--- config.mk ---
export PLATFORM = sky130hd
export DESIGN_NAME = spi_port
export DESIGN_NICKNAME = d
export VERILOG_FILES = /design/src/rtl/spi_port_pkg.sv /design/src/rtl/spi_sync.sv /design/src/rtl/spi_clkgen.sv /design/src/rtl/spi_port.sv
export SDC_FILE = /design/constraint.sdc
export NUM_CORES = 1
export LEC_CHECK = 0
export BUFFER_PORTS_ARGS = -buffer_cell sky130_fd_sc_hd__buf_2
export CAP_MARGIN = 0
export CORE_MARGIN = 2
export CORE_UTILIZATION = 50
export DETAILED_ROUTE_END_ITERATION = 7
export PLACE_DENSITY = 0.72
export RECOVER_POWER = 25
export SETUP_SLACK_MARGIN = 0.02
export SYNTH_ARGS = -nofsm -noshare
export SYNTH_HDL_FRONTEND = slang
export SYNTH_SLANG_ARGS = --single-unit
--- constraint.sdc ---
create_clock -name clk -period 3.5 [get_ports clk]
set_input_delay 0.175 -clock clk [delete_from_list [all_inputs] [get_ports clk]]
set_output_delay 0.175 -clock clk [all_outputs]
set_load 0.03 [all_outputs]
--- src/rtl/spi_port_pkg.sv ---
package spi_port_pkg;
    localparam int DW    = 8;
    localparam int CNT_W = $clog2(DW);

    typedef struct packed {
        logic       wcol;
        logic       ovf;
        logic       en;
        logic       ckp;
        logic [3:0] mode;
    } ctl_t;

    typedef struct packed {
        ctl_t             ctl;
        logic [DW-1:0]    shreg;
        logic [DW-1:0]    rbuf;
        logic             full;
        logic             busy;
        logic [CNT_W-1:0] cnt;
        logic             phase;
        logic             tog;
        logic             sdo;
        logic             done;
        logic             sck_prev;
    } st_t;

    function automatic logic is_master(input logic [3:0] m);
        return m[3:2] == 2'b00;
    endfunction

    function automatic logic is_slave(input logic [3:0] m);
        return m[3:1] == 3'b010;
    endfunction

    function automatic logic sel_used(input logic [3:0] m);
        return m == 4'b0100;
    endfunction
endpackage

--- src/rtl/spi_sync.sv ---
module spi_sync #(
    parameter int          W      = 2,
    parameter int          STAGES = 2,
    parameter logic [W-1:0] INIT  = '0
) (
    input  logic         clk,
    input  logic         rst_n,
    input  logic [W-1:0] in_i,
    output logic [W-1:0] out_o
);
    logic [W-1:0] stg_q [STAGES];

    for (genvar s = 0; s < STAGES; s++) begin : g_stage
        always_ff @(posedge clk or negedge rst_n) begin
            if (!rst_n)     stg_q[s] <= INIT;
            else if (s == 0) stg_q[s] <= in_i;
            else             stg_q[s] <= stg_q[(s == 0) ? 0 : s-1];
        end
    end

    assign out_o = stg_q[STAGES-1];
endmodule

--- src/rtl/spi_clkgen.sv ---
module spi_clkgen #(
    parameter int BASE_HALF = 2,
    parameter int STEP      = 2
) (
    input  logic       clk,
    input  logic       rst_n,
    input  logic       run_i,
    input  logic [1:0] rate_i,
    input  logic       tick_i,
    output logic       half_o
);
    localparam int MAXH = BASE_HALF << (2 * STEP);
    localparam int CW   = $clog2(MAXH);

    logic [CW-1:0] cnt_d, cnt_q, lim;
    logic          ext;

    always_comb begin
        ext   = (rate_i == 2'b11);
        lim   = CW'((BASE_HALF << (STEP * int'(rate_i))) - 1);
        half_o = run_i && (ext ? tick_i : (cnt_q == lim));
        if (!run_i || ext || cnt_q == lim) cnt_d = '0;
        else                               cnt_d = cnt_q + 1'b1;
    end

    always_ff @(posedge clk or negedge rst_n) begin
        if (!rst_n) cnt_q <= '0;
        else        cnt_q <= cnt_d;
    end
endmodule

--- src/rtl/spi_port.sv ---
module spi_port
    import spi_port_pkg::*;
#(
    parameter int BASE_HALF = 2,
    parameter int RATE_STEP = 2
) (
    input  logic          clk,
    input  logic          rst_n,
    input  logic          ctl_wr,
    input  logic [DW-1:0] ctl_wdata,
    output logic [DW-1:0] ctl_rdata,
    input  logic          buf_wr,
    input  logic [DW-1:0] buf_wdata,
    input  logic          buf_rd,
    output logic [DW-1:0] buf_rdata,
    output logic          buf_full,
    output logic          xfer_done,
    input  logic          timer_tick,
    output logic          sck_o,
    input  logic          sck_i,
    input  logic          sel_n_i,
    input  logic          sdi_i,
    output logic          sdo_o,
    output logic          sdo_oe
);
    st_t  d, q;
    logic sck_s, sel_s, half;
    logic mst, slv, slv_ok, lead_ev, trail_ev, edge_r, edge_f;
    logic [DW-1:0] shifted;

    spi_sync #(.W(2), .STAGES(2), .INIT(2'b10)) u_sync (
        .clk   (clk),
        .rst_n (rst_n),
        .in_i  ({sel_n_i, sck_i}),
        .out_o ({sel_s, sck_s})
    );

    spi_clkgen #(.BASE_HALF(BASE_HALF), .STEP(RATE_STEP)) u_clkgen (
        .clk    (clk),
        .rst_n  (rst_n),
        .run_i  (q.ctl.en && is_master(q.ctl.mode) && q.busy),
        .rate_i (q.ctl.mode[1:0]),
        .tick_i (timer_tick),
        .half_o (half)
    );

    always_comb begin
        d          = q;
        d.done     = 1'b0;
        d.sck_prev = sck_s;

        mst    = q.ctl.en && is_master(q.ctl.mode);
        slv    = q.ctl.en && is_slave(q.ctl.mode);
        slv_ok = slv && (!sel_used(q.ctl.mode) || !sel_s);
        edge_r = sck_s && !q.sck_prev;
        edge_f = !sck_s && q.sck_prev;

        lead_ev  = (mst && q.busy && half && !q.phase) ||
                   (slv_ok && (q.ctl.ckp ? edge_f : edge_r));
        trail_ev = (mst && q.busy && half && q.phase) ||
                   (slv_ok && (q.ctl.ckp ? edge_r : edge_f));
        shifted  = {q.shreg[DW-2:0], sdi_i};

        // control register write: flags can only be cleared
        if (ctl_wr) begin
            d.ctl      = ctl_t'(ctl_wdata);
            d.ctl.wcol = q.ctl.wcol & ctl_wdata[7];
            d.ctl.ovf  = q.ctl.ovf  & ctl_wdata[6];
        end

        if (buf_rd) d.full = 1'b0;

        if (mst && q.busy && half) begin
            d.tog   = !q.tog;
            d.phase = !q.phase;
        end

        if (lead_ev) begin
            d.sdo = q.shreg[DW-1];
            if (slv) d.busy = 1'b1;
        end

        if (trail_ev) begin
            d.shreg = shifted;
            d.cnt   = q.cnt + 1'b1;
            if (q.cnt == CNT_W'(DW-1)) begin
                d.busy = 1'b0;
                d.done = 1'b1;
                if (slv && q.full) begin
                    d.ctl.ovf = 1'b1;
                end else begin
                    d.rbuf = shifted;
                    d.full = 1'b1;
                end
            end
        end

        if (buf_wr && (mst || slv)) begin
            if (q.busy) begin
                d.ctl.wcol = 1'b1;
            end else begin
                d.shreg = buf_wdata;
                if (mst) begin
                    d.busy  = 1'b1;
                    d.phase = 1'b0;
                    d.cnt   = '0;
                end
            end
        end

        // deselected slave drops any partial byte
        if (slv && sel_used(q.ctl.mode) && sel_s) begin
            d.cnt  = '0;
            d.busy = 1'b0;
        end

        if (!mst) begin
            d.tog   = 1'b0;
            d.phase = 1'b0;
        end

        if (!q.ctl.en || !(is_master(q.ctl.mode) || is_slave(q.ctl.mode))) begin
            d.busy = 1'b0;
            d.cnt  = '0;
            d.sdo  = 1'b0;
        end
    end

    always_ff @(posedge clk or negedge rst_n) begin
        if (!rst_n) q <= '0;
        else        q <= d;
    end

    assign ctl_rdata = q.ctl;
    assign buf_rdata = q.rbuf;
    assign buf_full  = q.full;
    assign xfer_done = q.done;
    assign sck_o     = q.ctl.ckp ^ q.tog;
    assign sdo_o     = q.sdo;
    assign sdo_oe    = mst || slv_ok;
endmodule

==> flow_summary.yaml <==
status:
  status: "finished, violations left"
  violations: "max-capacitance violations, max-slew violations"
finish:
  drive_gt1_share_pct: 33.6
  ff_latch_area_um2: 1080
  areaGrowthSynthToFinish_pct: 12.7
  multiInputGateArea_um2: 858
  insertedDiodeCount: 0
  n_fill_cell: 360
  final_util_pct: 58.8
  final_common_cell: "buf_2"
  final_cell_mix: "buf_2 (44), dfrtp_1 (41), nor2_1 (21)"
  fin_nets: 253
pwr:
  vdd_drop_max_v: 0.000274
  clkPwrFrac_pct: 29.5
  p_leak_uw: 0.00125
  swShare_pct: 27.7
  internal_power_uw: 746
  power_density_nw_per_um2: 436
  power_frac_comb_pct: 14.4
  switchingPower_uw: 286
  pwr-share-seq_pct: 56.2
clocking:
  htreeDepth: 2
  cts_made_buffers: 5
  clk_pin_slew_ns: 0.08
  clock_latency_ns: 0.30
  clock-sinks: 43
  clockBufferDepth: 2
  cts_resized: 0
  clock-root-buffer: "clkbuf_8"
  cts_tree: "yes"
floorplanning:
  die_y_um: 68.8
  core_um2: 4030
  io_pins: 46
  initial_core_util_pct: 52.2
  die_width_um: 68.8
  fp-row-count: 23
  design.die.area_um2: 4740
global_routing:
  grtUsageTotal_pct: 17.7
  antenna_found_initial: 0
  grt_pass1_vias: 1313
  grt_max_degree: 44
  grt_pass1_wl_um: 6020
  grt_overflow: 0
route:
  wire_per_inst_um: 13.7
  dr_total_vias: 1362
  viasPerCell: 4.99
  routed_wl_um: 3740
  ant_nets: 0
  first_pass_iters: 4
  drc: 0
  drt_iter0_drc: 93
timing:
  rsz0062_at_grt: "no"
  setup_viol: 0
  fin_skew_ns: 0.0105
  relSlewSlack_pct: -48.0
  hold_viol: 0
  period_minus_slack_ns: 3.09
  min_period_over_period_pct: 88.4
  whs_ns: 0.0709
  slew_viol_final: 44
  tightest_slew_ns: 2.22
  tns_ns: 0
  fmax_mhz: 323
  setup_slack_ns: 0.408
setup_path:
  cpMaxStageDelayCell: "dfrtp_1"
  slowest_delay_ns: 0.51
  crit_path_start_kind: "flop"
  cp_max_fo: 13
  critPathRequiredTime_ns: 3.68
  worstSetupPathType: "flop to flop"
  endpoint_kind: "flop"
  crit_top_cell: "ha_1"
  ff2ff_setup_slack_ns: 0.41
  critical_path_arrival_ns: 3.27
  crit_chain: "or2_2, ha_1, xor2_1, nand3_1, o31ai_1, and3_1, ha_1, a21oi_4, nand3b_4, mux2_2"
placement:
  hpwlAfterDp_um: 2750
  gp_congestion: 0.753
  dp_slack_ns: 0.173
  port_buffers: 45
logic_synthesis:
  synthCells: 186
  syn_nets: 217
  seq_area_frac_synth_pct: 51.3
  yosysWarnings: 0
  ys_types: 34
  synth.cell_area_um2: 2100
  synth.avg_cell_area_um2: 11.3
  ys_seq_elements: 43
hold_path:
  hold_path.class: "input pin to flop"
job:
  cap_violations: 1
[cells in the mapped netlist]
cell type	instances	area, µm²
dfrtp_1	41	1030
nor2_1	21	78.8
buf_4	17	128
a21oi_1	13	65.1
mux2_2	13	146
mux2i_1	13	130
nand2_1	8	30.0
inv_1	7	26.3
ha_1	6	75.1
o21ai_0	6	30.0
xor2_1	5	43.8
nand2b_1	4	25.0
and3_1	3	18.8
clkbuf_1	3	11.3
dfstp_2	2	52.6
nand3_1	2	10.0
nor3_1	2	10.0
o31ai_1	2	15.0
or2_2	2	12.5
xnor2_1	2	17.5
a21boi_4	1	18.8
a21o_1	1	7.51
a21oi_4	1	16.3
a31o_2	1	8.76
a41o_1	1	10.0
a41oi_1	1	8.76
and2_1	1	6.26
and4b_1	1	10.0
and4bb_2	1	12.5
nand3b_4	1	20.0
nor3b_1	1	7.51
nor4_1	1	6.26
o2111ai_1	1	8.76
o32ai_1	1	8.76
[kinds of logic (layout without fill, tap and decap cells)]
kind of cell,after synthesis,in the layout,share of synthesized area (%)
XOR/XNOR,7,7,2.92
AND/OR/NAND/NOR,48,48,11.8
multiplexers,26,26,13.2
flip-flops,43,43,51.3
AO/OA/AOI/OAI,29,29,9.41
buffers and inverters,27,64,7.86
adder cells (fa/ha/maj),6,6,3.57
[final timing paths]
| check | cells past startpoint | startpoint | to |
|---|---|---|---|
| min in group asynchronous | 1 | rst_n | q[3]$_DFFE_PN0P_ |
| worst min register to register | 0 | u_sync.stg_q[2]$_DFF_PN0_ | u_sync.out_o[0]$_DFF_PN0_ |
| worst max register to register | 10 | ctl_rdata[1]$_DFFE_PN0P_ | buf_rdata[3]$_DFFE_PN0P_ |
| worst min-delay path | 2 | buf_rd | buf_full$_DFF_PN0_ |
| max in group asynchronous | 1 | rst_n | xfer_done$_DFF_PN0_ |
| worst max-delay path | 10 | ctl_rdata[1]$_DFFE_PN0P_ | buf_rdata[3]$_DFFE_PN0P_ |
[stage by stage]
stage | power (µW) | std cells | area (µm²)
finish | 1030 | 273 | 2370
global route | 1090 | 273 | 2370
CTS | 1050 | 271 | 2360
detailed placement | 738 | 261 | 2250
global placement | 732 | 261 | 2250
floorplan | 691 | 186 | 2100
[per-layer routing]
| metal | vias to the layer above | part of all wire [%] | global-route usage (%) | wire [µm] |
|---|---|---|---|---|
| met3 | 5 | 4.8 | 5.52 | 181 |
| li1 | 696 | - | - | - |
| met5 | - | 0 | 0 | 0 |
| met2 | 29 | 47 | 28.7 | 1760 |
| met1 | 632 | 47 | 22.4 | 1760 |
| met4 | 0 | 1.2 | 5.88 | 44 |
[flip-flops by register name, summed over array words and instances, names as in the netlist]
name            cells
buf_full            1
u_sync.stg_q        2
buf_rdata           8
sdo_o               1
u_sync.out_o        2
q                  15
u_clkgen.cnt_q      5
ctl_rdata           8
xfer_done           1
[what timing repair did]
item	4_1_cts	5_1_grt
endpoints found under the setup margin	0	6
hold endpoints to repair	2	0
hold buffers	2	0
buffers inserted	0	2
[layout make-up]
class	instances	area share, %
well taps	50	2.64
clock buffers	6	3.06
flip-flops and latches	43	45.5
clock inverters	2	0.528
repair buffers	49	10.9
inverters	7	1.11
multi-input cells	116	36.2
[power groups by stage]
stage | Combinational (µW) | Clock (µW) | Sequential (µW)
6_report | 148 | 304 | 580
5_1_grt | 166 | 339 | 587
4_1_cts | 151 | 321 | 580
3_5_place_dp | 148 | 0 | 590
3_3_place_gp | 146 | 0 | 587
2_1_floorplan | 115 | 0 | 576
[critical path, delay by kind of cell (launching register included)]
| kind | cells | cell delay (ns) |
|---|---|---|
| and+or+nand+nor | 4 | 0.97 |
| DFF | 1 | 0.51 |
| adders and majority gates | 2 | 0.51 |
| AOI/OAI and AO/OA | 2 | 0.45 |
| muxes | 1 | 0.30 |
| xor gates and xnor gates | 1 | 0.23 |
(Power assumes the default switching activity.)
